`config.mk`:
```
export PLATFORM = sky130hd
export DESIGN_NAME = prd_inject_top
export DESIGN_NICKNAME = d
export VERILOG_FILES = /design/src/rtl/prd_pkg.sv /design/src/rtl/prd_window_timer.sv /design/src/rtl/prd_target_sel.sv /design/src/rtl/prd_ret_filter.sv /design/src/rtl/prd_inject_top.sv
export SDC_FILE = /design/constraint.sdc
export NUM_CORES = 1
export LEC_CHECK = 0
export CORE_UTILIZATION = 35
export CTS_BUF_LIST = sky130_fd_sc_hd__clkbuf_8
export CTS_CLUSTER_SIZE = 30
export DETAILED_ROUTE_END_ITERATION = 10
export GPL_TIMING_DRIVEN = 0
export HOLD_SLACK_MARGIN = 0.02
export PLACE_DENSITY = 0.74
export SLEW_MARGIN = 20
export SYNTH_ARGS = -nofsm -noshare
export SYNTH_HDL_FRONTEND = slang
export SYNTH_SLANG_ARGS = --single-unit
export TNS_END_PERCENT = 10
```
`constraint.sdc`:
```
create_clock -name clk -period 3.98 [get_ports clk]
set_clock_uncertainty 0.15 [all_clocks]
set_input_delay 1.194 -clock clk [delete_from_list [all_inputs] [get_ports clk]]
set_output_delay 1.194 -clock clk [all_outputs]
set_load 0.005 [all_outputs]
```
`src/rtl/prd_pkg.sv`:
```
package prd_pkg;
    localparam int BANK_W    = 2;
    localparam int ROW_W     = 14;
    localparam int COL_W     = 10;
    localparam int ADDR_W    = BANK_W + ROW_W + COL_W;
    localparam int NUM_BANKS = 1 << BANK_W;

    typedef enum logic [1:0] {
        OP_READ  = 2'd0,
        OP_WRITE = 2'd1,
        OP_ACT   = 2'd2
    } cmd_op_e;

    typedef enum logic [1:0] {
        S_PASS = 2'd0,
        S_ACT  = 2'd1,
        S_RD1  = 2'd2,
        S_RD2  = 2'd3
    } inj_state_e;
endpackage

```
`src/rtl/prd_window_timer.sv`:
```
module prd_window_timer #(
    parameter int INTERVAL_CYCLES = 250
) (
    input  logic clk,
    input  logic rst_n,
    input  logic rd_acc,
    output logic due
);
    localparam int LIMIT = INTERVAL_CYCLES - 4;
    localparam int CNT_W = $clog2(LIMIT + 1);

    logic [CNT_W-1:0] cnt_q;
    logic             prev_q;
    logic             pair;

    assign pair = rd_acc && prev_q;
    assign due  = (cnt_q == CNT_W'(LIMIT));

    always_ff @(posedge clk) begin
        if (!rst_n) begin
            cnt_q  <= '0;
            prev_q <= 1'b0;
        end else begin
            prev_q <= rd_acc;
            if (pair)
                cnt_q <= '0;
            else if (!due)
                cnt_q <= cnt_q + 1'b1;
        end
    end

    // a back-to-back pair clears the expired condition
    p_pair_restart_r2: assert property (@(posedge clk) disable iff (!rst_n)
        (rd_acc && $past(rd_acc)) |=> !due);

    // expiry holds until a pair is seen
    p_due_holds_r10: assert property (@(posedge clk) disable iff (!rst_n)
        (due && !(rd_acc && prev_q)) |=> due);
endmodule

```
`src/rtl/prd_target_sel.sv`:
```
module prd_target_sel
    import prd_pkg::*;
(
    input  logic                      clk,
    input  logic                      rst_n,
    input  logic                      acc,
    input  logic [ADDR_W-1:0]         acc_addr,
    input  logic                      head_valid,
    input  logic [ADDR_W-1:0]         head_addr,
    input  logic [NUM_BANKS-1:0]      bank_open,
    input  logic [NUM_BANKS*ROW_W-1:0] open_rows,
    output logic [ADDR_W-1:0]         tgt_addr,
    output logic                      tgt_hit
);
    logic [ADDR_W-1:0]    last_q;
    logic [NUM_BANKS-1:0] hit_vec;
    logic [BANK_W-1:0]    tgt_bank;
    logic [ROW_W-1:0]     tgt_row;

    always_ff @(posedge clk) begin
        if (!rst_n)
            last_q <= '0;
        else if (acc)
            last_q <= acc_addr;
    end

    assign tgt_addr = head_valid ? head_addr : last_q;
    assign tgt_bank = tgt_addr[ADDR_W-1 -: BANK_W];
    assign tgt_row  = tgt_addr[COL_W +: ROW_W];

    for (genvar b = 0; b < NUM_BANKS; b++) begin : g_bank_hit
        assign hit_vec[b] = bank_open[b] && (open_rows[b*ROW_W +: ROW_W] == tgt_row);
    end

    assign tgt_hit = hit_vec[tgt_bank];

    // history register follows every accepted command
    p_last_tracks_r5: assert property (@(posedge clk) disable iff (!rst_n)
        acc |=> (last_q == $past(acc_addr)));
endmodule

```
`src/rtl/prd_ret_filter.sv`:
```
module prd_ret_filter #(
    parameter int DATA_W = 64
) (
    input  logic              clk,
    input  logic              rst_n,
    input  logic              ret_valid,
    input  logic              ret_tag,
    input  logic [DATA_W-1:0] ret_data,
    output logic              usr_rd_valid,
    output logic [DATA_W-1:0] usr_rd_data
);
    always_ff @(posedge clk) begin
        if (!rst_n) begin
            usr_rd_valid <= 1'b0;
            usr_rd_data  <= '0;
        end else begin
            usr_rd_valid <= ret_valid && !ret_tag;
            if (ret_valid && !ret_tag)
                usr_rd_data <= ret_data;
        end
    end

    // marked beats are swallowed
    p_tag_dropped_r9: assert property (@(posedge clk) disable iff (!rst_n)
        (ret_valid && ret_tag) |=> !usr_rd_valid);

    // unmarked beats pass one cycle later with their data
    p_untagged_pass_r9: assert property (@(posedge clk) disable iff (!rst_n)
        (ret_valid && !ret_tag) |=> (usr_rd_valid && usr_rd_data == $past(ret_data)));
endmodule

```
`src/rtl/prd_inject_top.sv`:
```
module prd_inject_top
    import prd_pkg::*;
#(
    parameter int INTERVAL_CYCLES = 250,
    parameter int DATA_W          = 64
) (
    input  logic                       clk,
    input  logic                       rst_n,
    input  logic                       usr_valid,
    output logic                       usr_ready,
    input  logic                       usr_is_read,
    input  logic [ADDR_W-1:0]          usr_addr,
    input  logic [NUM_BANKS-1:0]       bank_open,
    input  logic [NUM_BANKS*ROW_W-1:0] open_rows,
    output logic                       cmd_valid,
    input  logic                       cmd_ready,
    output logic [1:0]                 cmd_op,
    output logic [ADDR_W-1:0]          cmd_addr,
    output logic                       cmd_tag,
    input  logic                       ret_valid,
    input  logic                       ret_tag,
    input  logic [DATA_W-1:0]          ret_data,
    output logic                       usr_rd_valid,
    output logic [DATA_W-1:0]          usr_rd_data
);
    inj_state_e        state_q, state_d;
    logic [ADDR_W-1:0] tgt_q;
    logic [ADDR_W-1:0] sel_addr;
    logic              sel_hit;
    logic              due;
    logic              cmd_acc;
    logic              rd_acc;

    assign cmd_acc = cmd_valid && cmd_ready;
    assign rd_acc  = cmd_acc && (cmd_op == OP_READ);

    prd_window_timer #(.INTERVAL_CYCLES(INTERVAL_CYCLES)) u_timer (
        .clk    (clk),
        .rst_n  (rst_n),
        .rd_acc (rd_acc),
        .due    (due)
    );

    prd_target_sel u_sel (
        .clk        (clk),
        .rst_n      (rst_n),
        .acc        (cmd_acc),
        .acc_addr   (cmd_addr),
        .head_valid (usr_valid),
        .head_addr  (usr_addr),
        .bank_open  (bank_open),
        .open_rows  (open_rows),
        .tgt_addr   (sel_addr),
        .tgt_hit    (sel_hit)
    );

    prd_ret_filter #(.DATA_W(DATA_W)) u_filt (
        .clk          (clk),
        .rst_n        (rst_n),
        .ret_valid    (ret_valid),
        .ret_tag      (ret_tag),
        .ret_data     (ret_data),
        .usr_rd_valid (usr_rd_valid),
        .usr_rd_data  (usr_rd_data)
    );

    // state register and captured target
    always_ff @(posedge clk) begin
        if (!rst_n) begin
            state_q <= S_PASS;
            tgt_q   <= '0;
        end else begin
            state_q <= state_d;
            if (state_q == S_PASS && due)
                tgt_q <= sel_addr;
        end
    end

    // transitions
    always_comb begin
        state_d = state_q;
        unique case (state_q)
            S_PASS: if (due) state_d = sel_hit ? S_RD1 : S_ACT;   // DUE_HIT / DUE_MISS
            S_ACT:  if (cmd_ready) state_d = S_RD1;               // ACT_DONE
            S_RD1:  if (cmd_ready) state_d = S_RD2;               // RD1_DONE
            S_RD2:  if (cmd_ready) state_d = S_PASS;              // RD2_DONE
        endcase
    end

    // outputs
    always_comb begin
        cmd_valid = 1'b0;
        cmd_op    = OP_READ;
        cmd_addr  = tgt_q;
        cmd_tag   = 1'b1;
        usr_ready = 1'b0;
        unique case (state_q)
            S_PASS: begin
                if (!due) begin
                    cmd_valid = usr_valid;
                    cmd_op    = usr_is_read ? OP_READ : OP_WRITE;
                    cmd_addr  = usr_addr;
                    cmd_tag   = 1'b0;
                    usr_ready = cmd_ready;
                end
            end
            S_ACT: begin
                cmd_valid = 1'b1;
                cmd_op    = OP_ACT;
            end
            S_RD1, S_RD2: begin
                cmd_valid = 1'b1;
                cmd_op    = OP_READ;
            end
        endcase
    end

    // user side is held off whenever an injection is in flight
    p_block_user_r7: assert property (@(posedge clk) disable iff (!rst_n)
        (state_q != S_PASS) |-> !usr_ready);

    // an accepted activate is followed by an injected read
    p_act_then_rd_r6: assert property (@(posedge clk) disable iff (!rst_n)
        (state_q == S_ACT && cmd_ready) |=> (cmd_valid && cmd_op == OP_READ && cmd_tag));

    // both injected reads target the same address
    p_pair_same_addr_r4: assert property (@(posedge clk) disable iff (!rst_n)
        (state_q == S_RD1 && cmd_ready) |=> (cmd_addr == $past(cmd_addr)));

    // commands accepted from the user port carry no marker
    p_user_untagged_r8: assert property (@(posedge clk) disable iff (!rst_n)
        (usr_valid && usr_ready) |-> (cmd_acc && !cmd_tag));
endmodule

```
== After elaboration in Yosys (flattened, before gate mapping) ==
Index checks and enable logic that the tools add are counted.

* Flip-flop bits (word level): 128
* Input bits: 157
* Output and inout port bits: 96
* Logic and storage cells: 58

* $add $sub $neg: 1
* Order comparisons: 1
* Eq/ne operators: 12
* Muxes and demuxes: 20
* Bitwise operators: 1
* Reductions and logical operators: 16

{| class="wikitable"
|+ Operator list
! kind !! count
|-
| 26-bit two-way mux || 3
|-
| 14-bit == test || 4
|-
| 2-bit two-way mux || 5
|-
| 1-bit logical AND || 9
|-
| 8-bit by 1-bit adder with 8-bit output (second input constant) || 1
|-
| 8-bit == test (second input constant) || 1
|-
| 1-bit two-way mux || 8
|-
| 2-bit inequality test (second input constant) || 4
|-
| 2-bit case mux with 4 select lines || 1
|-
| 2-bit case mux with 3 select lines || 1
|-
| 2-bit == test (second input constant) || 2
|-
| 2-bit logical NOT || 2
|-
| 4-bit AND reduction || 1
|-
| 2-bit OR reduction || 2
|-
| 2-bit by 3-bit < comparator with 1-bit output (second input constant) || 1
|-
| 3-bit OR reduction || 1
|-
| 1-bit binary-select mux with 2-bit select || 1
|-
| 2-bit by 1-bit == test with 1-bit output (second input constant) || 1
|-
| 1-bit case mux with 2 select lines || 1
|-
| 1-bit logical NOT || 1
|-
| 1-bit NOT || 1
|}

== Logic depth before layout (Yosys ltp) ==
Gate-level depths: netlist (run 1).

* Depth after elaboration: 8
* Gate-level depth with buffers: 9

== Cells and area by module ==
From an unflattened synthesis (run 1), not the netlist that was laid out.

* Cell total of the unflattened synthesis: 758
* Area total of the unflattened synthesis: 6690.2 sq um

{| class="wikitable"
|+ Modules (own cells, without submodules)
! module !! times used !! cells an instance !! area an instance (sq um)
|-
| prd_ret_filter || 1 || 280 || 2643.8
|-
| prd_target_sel || 1 || 206 || 2108.3
|-
| prd_inject_top || 1 || 227 || 1532.7
|-
| prd_window_timer || 1 || 45 || 405.4
|}

== Worst setup path after synthesis (run 1) ==
No wires, ideal clock.

* Path kind: input-to-output
* Start point: in usr_valid
* End point: out cmd_valid
* Arrival: 1.718 ns
* Path slack: 0.918 ns
* Cell stages on the path: 4
* Path through: buf_6 -> buf_12 -> o21ai_0 -> nand2_1

* Cells in the longest elaborated chain, start to end: 2

{| class="wikitable"
|+ Ends and longest elaborated chain
! element !! RTL line !! text
|-
| start, declared || prd_inject_top.sv:9 || <nowiki>input logic usr_valid,</nowiki>
|-
| 1-bit two-way mux || prd_inject_top.sv:99 || <nowiki>if (!due) begin</nowiki>
|-
| 1-bit case mux with 2 select lines || prd_inject_top.sv:97 || <nowiki>unique case (state_q)</nowiki>
|-
| end, declared || prd_inject_top.sv:15 || <nowiki>output logic cmd_valid,</nowiki>
|}

Every way passes these cells.

== Worst setup path after layout (run 1) ==
* Start point: reg u_timer.cnt_q[1]
* End point: out cmd_addr[23]

* Cells in the longest elaborated chain, start to end: 3

{| class="wikitable"
|+ Ends and longest elaborated chain
! element !! RTL line !! text
|-
| start, declared || prd_window_timer.sv:12 || <nowiki>logic [CNT_W-1:0] cnt_q;</nowiki>
|-
| start signal, assigned || prd_window_timer.sv:28 || <nowiki>cnt_q <= cnt_q + 1'b1;</nowiki>
|-
| 8-bit == test || prd_window_timer.sv:17 || <nowiki>assign due = (cnt_q == CNT_W'(LIMIT));</nowiki>
|-
| 26-bit two-way mux || prd_inject_top.sv:99 ||
|-
| 26-bit two-way mux || prd_inject_top.sv:97 ||
|-
| end, declared || prd_inject_top.sv:18 || <nowiki>output logic [ADDR_W-1:0] cmd_addr,</nowiki>
|}

Every way passes these cells.

==> results of run 1 <==
cells in the mapped netlist (11+ instances only):
master    count
a21boi_0     64
clkbuf_1     24
dfxtp_1     128
mux2_2       27
mux2i_1      39
nand2_1     162
nor2_1       13
nor2b_1      28
nor4_1       11
o211a_1      27
xnor2_1      53
report_power, final:
part           switching, µW  total, µW  leakage (µW)  internal (µW)
registers               56.0       1430       0.00104           1370
clock network            520       1120      0.000198            596
logic                    625       1490       0.00242            862
total                   1200       4030       0.00366           2830
sequential cells by signal (all words and copies together), names as in the netlist:
name / cells
u_timer.prev_q: 1
tgt_q: 26
u_timer.cnt_q: 8
state_q: 2
u_filt.usr_rd_data: 64
u_sel.last_q: 26
u_filt.usr_rd_valid: 1
routing by layer:
metal | vias up | track usage [%] | part of all wire [%] | wire, µm
met5 | - | 0 | 0 | 0
met4 | 0 | 9.49 | 2.9 | 533
met3 | 32 | 3.83 | 4.0 | 731
met2 | 135 | 33.2 | 48 | 8720
met1 | 2532 | 25.6 | 45 | 8250
li1 | 2772 | - | - | -
how the worst max path moves through the flow:
stage / from / endpoint / slack, ns / depth (start not counted)
2_1_floorplan: usr_valid / cmd_valid / 0.92 / 4
3_3_place_gp: usr_addr[13] / cmd_addr[13] / 0.20 / 3
3_5_place_dp: usr_addr[19] / cmd_addr[19] / 0.20 / 3
4_1_cts: state_q[0] / cmd_addr[0] / 0.02 / 6
5_1_grt: u_timer.cnt_q[0] / cmd_addr[0] / -0.009 / 7
6_report: u_timer.cnt_q[1] / cmd_addr[23] / 0.13 / 6
final cells by class:
type,count,area share [%]
Clock buffer,20,2.94
Buffer,42,2.14
Multi-Input combinational cell,487,36.4
Clock inverter,11,1.23
Tap cell,225,3.01
Inverter,4,0.160
Timing Repair Buffer,250,26.7
Sequential cell,128,27.4
cell families after synthesis:
| family | synth area share [%] |
|---|---|
| compound gates | 13.1 |
| xor+xnor | 8.94 |
| fa+ha+maj | 1.22 |
| buf+inv | 3.30 |
| flops | 41.5 |
| mux | 14.9 |
| simple gates | 17.0 |
critical path: stages (launching register included):
cell and delay, ns:
dfxtp_1 0.40, ha_1 0.17, nand4b_1 0.15, o21ai_2 0.24, buf_4 0.24, mux2_2 0.37, clkdlybuf4s50_1 0.50
metrics by stage:
stage	TNS [ns]	total power, µW	std cells	setup slack [ns]	utilization [%]
global route	-0.0106	4240	1167	-0.00880	54.3
CTS	0	4060	1167	0.0164	54.3
global placement	0	2910	1136	0.197	52.0
floorplan	0	2210	661	0.918	-
detailed placement	0	2920	1136	0.201	52.0
finish	0	4030	1167	0.134	54.3
==> flow_metrics.env, run 1 <==
export IMPL_status="complete, no violations"
export IMPL_critPathArrivalTime_ns=2.50
export IMPL_grt_ovfl_total=0
export IMPL_drt_total_wl_um=18200
export IMPL_critical_path_class="reg2out"
export IMPL_synth_fp_nets=824
export IMPL_place_area_um2=8960
export IMPL_mostFrequentLayoutCells="clkdlybuf4s50_1 (250), nand2_1 (162), dfxtp_1 (128)"
export IMPL_antenna_found_initial=0
export IMPL_setup_violations=0
export IMPL_worstHoldEndpoint="u_filt.usr_rd_data[34]"
export IMPL_ys_seq_area_share_pct=41.5
export IMPL_n_fill_cell=1587
export IMPL_drc=0
export IMPL_ys_seq_elements=128
export IMPL_insertedDiodeCount=0
export IMPL_cts_sinks=128
export IMPL_ys_top_cells_by_area="dfxtp_1 (42%), nand2_1 (9.9%), a21boi_0 (7.8%)"
export IMPL_die_w_um=135
export IMPL_vias_per_cell=4.69
export IMPL_rr_worst_depth=8
export IMPL_vias=5471
export IMPL_ant_nets=0
export IMPL_clkTransAtPathRegs_ns=0.07
export IMPL_crit_path_start_kind="flop"
export IMPL_cts_root_buf="clkbuf_8"
export IMPL_die_h_um=135
export IMPL_grt_usage_pct=20.2
export IMPL_post_cts_buffers=0
export IMPL_syn_to_final_growth_pct=51.7
export IMPL_clk_path_buf_depth=2
export IMPL_cts_max_level=4
export IMPL_hold_buffers=0
export IMPL_rsz0062_at_grt="true"
export IMPL_fin_crit_ns=3.85
export IMPL_min_path_cells=2
export IMPL_async_reset_ff_share_pct=0
export IMPL_synth_top_area_cell="dfxtp_1"
export IMPL_ys_types=36
export IMPL_placementRows=48
export IMPL_powerDensity_nw_per_um2=430
export IMPL_first_iter_violations=148
export IMPL_dp_hpwl_um=14000
export IMPL_seqCellArea_um2=2560
export IMPL_synth_warning_count=0
export IMPL_synthFlopType="dfxtp_1"
export IMPL_rrSetupSlack_ns=1.41
export IMPL_whs_ns=0.311
export IMPL_hold_viol_final=0
export IMPL_final_common_cell="clkdlybuf4s50_1"
export IMPL_drive_gt1_share_pct=8.39
export IMPL_final_max_slew_viol_count=0
export IMPL_port_buffers=250
export IMPL_timing_rr_end="tgt_q[25]"
export IMPL_cp_end_kind="output port"
export IMPL_io_pins=253
export IMPL_firstDrtPassIters=5
export IMPL_hold_class="reg2reg"
export IMPL_tightest_slew_ns=0.748
export IMPL_gp_congestion=0.861
export IMPL_avgSynthCellArea_um2=9.34
export IMPL_cts_tree="built"
export IMPL_multiInputGateArea_um2=3410
export IMPL_p_leak_uw=0.00366
export IMPL_synth_edff_count=0
export IMPL_relSlewSlack_pct=50.1
export IMPL_hold_start="u_filt.usr_rd_data[34]"
export IMPL_cts_resized=4
export IMPL_worst_ep_required_time_ns=2.64
export IMPL_wire_per_inst_um=15.6
export IMPL_grt_pass1_wl_um=27900
export IMPL_grt_pass1_vias=5215
export IMPL_grt_max_degree=17
export IMPL_synth_top_area_share_pct=41.5
export IMPL_rr_startpoint="u_timer.cnt_q[1]"
export IMPL_nNetsFinal=1093
export IMPL_initial_utilization_pct=35.8
export IMPL_dieArea_um2=18200
export IMPL_clock_latency_ns=0.44
export IMPL_cap_violations=0
export IMPL_synth_cells=661
export IMPL_cts_inserted_buffers=17
export IMPL_path_max_fanout=10
export IMPL_ir_worst_vdd_mv=0.304
export IMPL_fin_crit_sh_pct=96.6
export IMPL_netlist_area_um2=6170
export IMPL_final_area_um2=9360
export IMPL_max_freq_mhz=260
export IMPL_fp_coreArea_um2=17200
No activity file was read; power rests on OpenSTA's default activity.
==> inputs of run 2 (changes only) <==
CELL_PAD_IN_SITES_DETAIL_PLACEMENT = 2   (was default)
CELL_PAD_IN_SITES_GLOBAL_PLACEMENT = 2   (was default)
CORE_UTILIZATION = 27   (was 35)
PLACE_DENSITY = 0.94   (was 0.74)
==> run 2 against run 1 <==
  * Final area grew 3.4%
  * First-iteration DRC count shrank 0.68%
  * Routed wire length grew 44%
  * Maximum frequency shrank 2.3%
  * Sequential share of layout area shrank 0.87 points
  * Sequential power is essentially flat
  * Critical endpoint is now cmd_addr[6]
  * Largest cell class unchanged
  * Highest routed layer unchanged
==> flow_metrics.env, run 2 (synthesis gave the netlist of run 1 again) <==
export IMPL_status="complete, no violations"
export IMPL_final_area_um2=9680
export IMPL_ir_worst_vdd_mv=0.267
export IMPL_first_iter_violations=147
export IMPL_layout_setup_ws_ns=0.0438
export IMPL_wire_per_inst_um=21.3
export IMPL_min_path_cells=2
export IMPL_tightest_slew_ns=0.886
export IMPL_relSlewSlack_pct=40.9
export IMPL_hold_viol_final=0
export IMPL_port_buffers=250
export IMPL_cts_root_buf="clkbuf_8"
export IMPL_drt_total_wl_um=26200
export IMPL_final_max_slew_viol_count=0
export IMPL_top_regs="u_filt.usr_rd_data (64), tgt_q (26), u_sel.last_q (26)"
export IMPL_critPathArrivalTime_ns=2.59
export IMPL_die_h_um=153
export IMPL_grt_usage_pct=22.0
export IMPL_worst_ep_required_time_ns=2.64
export IMPL_rr_worst_depth=10
export IMPL_rrSetupSlack_ns=0.96
export IMPL_final_common_cell="clkdlybuf4s50_1"
export IMPL_clkTransAtPathRegs_ns=0.08
export IMPL_drive_gt1_share_pct=9.58
export IMPL_p_leak_uw=0.00399
export IMPL_clock_latency_ns=0.47
export IMPL_regMostFlops="u_filt.usr_rd_data"
export IMPL_cts_sinks=128
export IMPL_timing_rr_end="tgt_q[24]"
export IMPL_placementRows=54
export IMPL_nNetsFinal=1100
export IMPL_n_fill_cell=2369
export IMPL_critical_path_class="reg2out"
export IMPL_cts_tree="built"
export IMPL_dieArea_um2=23500
export IMPL_fin_crit_sh_pct=98.9
export IMPL_place_area_um2=9020
export IMPL_grt_pass1_vias=6717
export IMPL_max_stage_delay_ns=0.46
export IMPL_hold_start="u_filt.usr_rd_data[53]"
export IMPL_crit_chain="inv_1 -> ha_1 -> nand4b_1 -> o21ai_4 -> buf_12 -> buf_8 -> mux2_2 -> clkdlybuf4s50_1"
export IMPL_cap_violations=0
export IMPL_powerDensity_nw_per_um2=469
export IMPL_max_freq_mhz=254
export IMPL_rr_startpoint="u_timer.cnt_q[0]"
export IMPL_hold_class="reg2reg"
export IMPL_fp_coreArea_um2=22100
export IMPL_cp_end_kind="output port"
export IMPL_gp_congestion=0.809
export IMPL_power_uw=4540
export IMPL_crit_path_start_kind="flop"
export IMPL_fin_crit_ns=3.94
export IMPL_cts_inserted_buffers=17
export IMPL_mostFrequentLayoutCells="clkdlybuf4s50_1 (228), nand2_1 (162), dfxtp_1 (126)"
export IMPL_rsz0062_at_grt="true"
export IMPL_whs_ns=0.320
export IMPL_clk_path_buf_depth=2
export IMPL_dp_hpwl_um=19800
export IMPL_critPathBufInv=4
export IMPL_grt_max_degree=17
export IMPL_vias_per_cell=4.78
export IMPL_cp_top_family="buffers and inverters"
export IMPL_grt_ovfl_total=0
export IMPL_crit_cells=8
export IMPL_syn_to_final_growth_pct=56.8
export IMPL_largest_reg_flops=64
export IMPL_initial_utilization_pct=27.9
export IMPL_vias=5890
export IMPL_setup_violations=0
export IMPL_dp_slack_ns=0.152
export IMPL_ant_nets=0
export IMPL_cpMaxStageDelayCell="clkdlybuf4s50_1"
export IMPL_path_max_fanout=8
export IMPL_antenna_found_initial=1
export IMPL_io_pins=253
export IMPL_cts_max_level=4
export IMPL_fin_tns_setup_ns=0
export IMPL_firstDrtPassIters=4
export IMPL_drc=0
export IMPL_worstHoldEndpoint="u_filt.usr_rd_data[53]"
export IMPL_die_w_um=153
export IMPL_grt_pass1_wl_um=39200
## run 2: changes by cell type in the layout (fill, tap and decap cells not counted), sizes merged, moves of 2 or more
cell           delta
clkdlybuf4s50    -22
dlymetal6s2s     +22
buf               +6
inv               +5
bufinv            +3
clkinv            -3
clkbuf            -2
## run 2: metrics by stage
stage          utilization [%]  cells
2_1_floorplan                -    661
3_3_place_gp              40.8   1191
3_5_place_dp              40.8   1191
4_1_cts                   43.0   1223
5_1_grt                   43.8   1231
6_report                  43.8   1231
## run 2: where the power goes
group	switching (µW)	internal [µW]	total, µW	leakage [µW]
clock	613	755	1370	0.000229
combinational	765	971	1740	0.00272
sequential	64.7	1370	1430	0.00104
## run 2: area by class of cell
class	count	area [µm²]	share of cell area [%]
diodes	1	2.50	0.0259
plain buffers	42	215	2.22
clock buffers	17	234	2.42
clock inverters	15	230	2.38
inverters	4	15.0	0.155
multi-input cells	487	3420	35.4
flip-flops and latches	128	2560	26.5
well taps	280	350	3.62
repair buffers	257	2640	27.3
## run 2: worst max path at each step
stage	slack [ns]	startpoint	to
4_1_cts	-0.009	u_timer.cnt_q[0]	cmd_addr[22]
5_1_grt	-0.07	u_timer.cnt_q[0]	cmd_addr[6]
2_1_floorplan	0.92	usr_valid	cmd_valid
3_5_place_dp	0.15	usr_addr[19]	cmd_addr[19]
3_3_place_gp	0.19	usr_addr[19]	cmd_addr[19]
6_report	0.04	u_timer.cnt_q[0]	cmd_addr[6]
## run 2: layer usage
metal | GRT usage, % | vias up | wire length [µm]
met5 | 0 | - | 0
met4 | 9.72 | 0 | 748
met3 | 3.37 | 45 | 709
met2 | 40.7 | 136 | 14200
met1 | 24.9 | 2928 | 10500
li1 | - | 2781 | -
## run 2: what timing repair did
action / in CTS / in global routing
endpoints found under the setup margin: 26 / 23
cloned: 0 / 2
hold buffers: 0 / 0
pin swaps: 0 / 1
buffers inserted: 0 / 5
gates resized for setup: 6 / 34
## run 2: tightest hold or removal path: cells and delay by family, from the launching register on
| kind | cells | cell delay, ns |
|---|---|---|
| AOI/OAI and AO/OA | 1 | 0.06 |
| DFF | 1 | 0.31 |
| and+or+nand+nor | 1 | 0.05 |
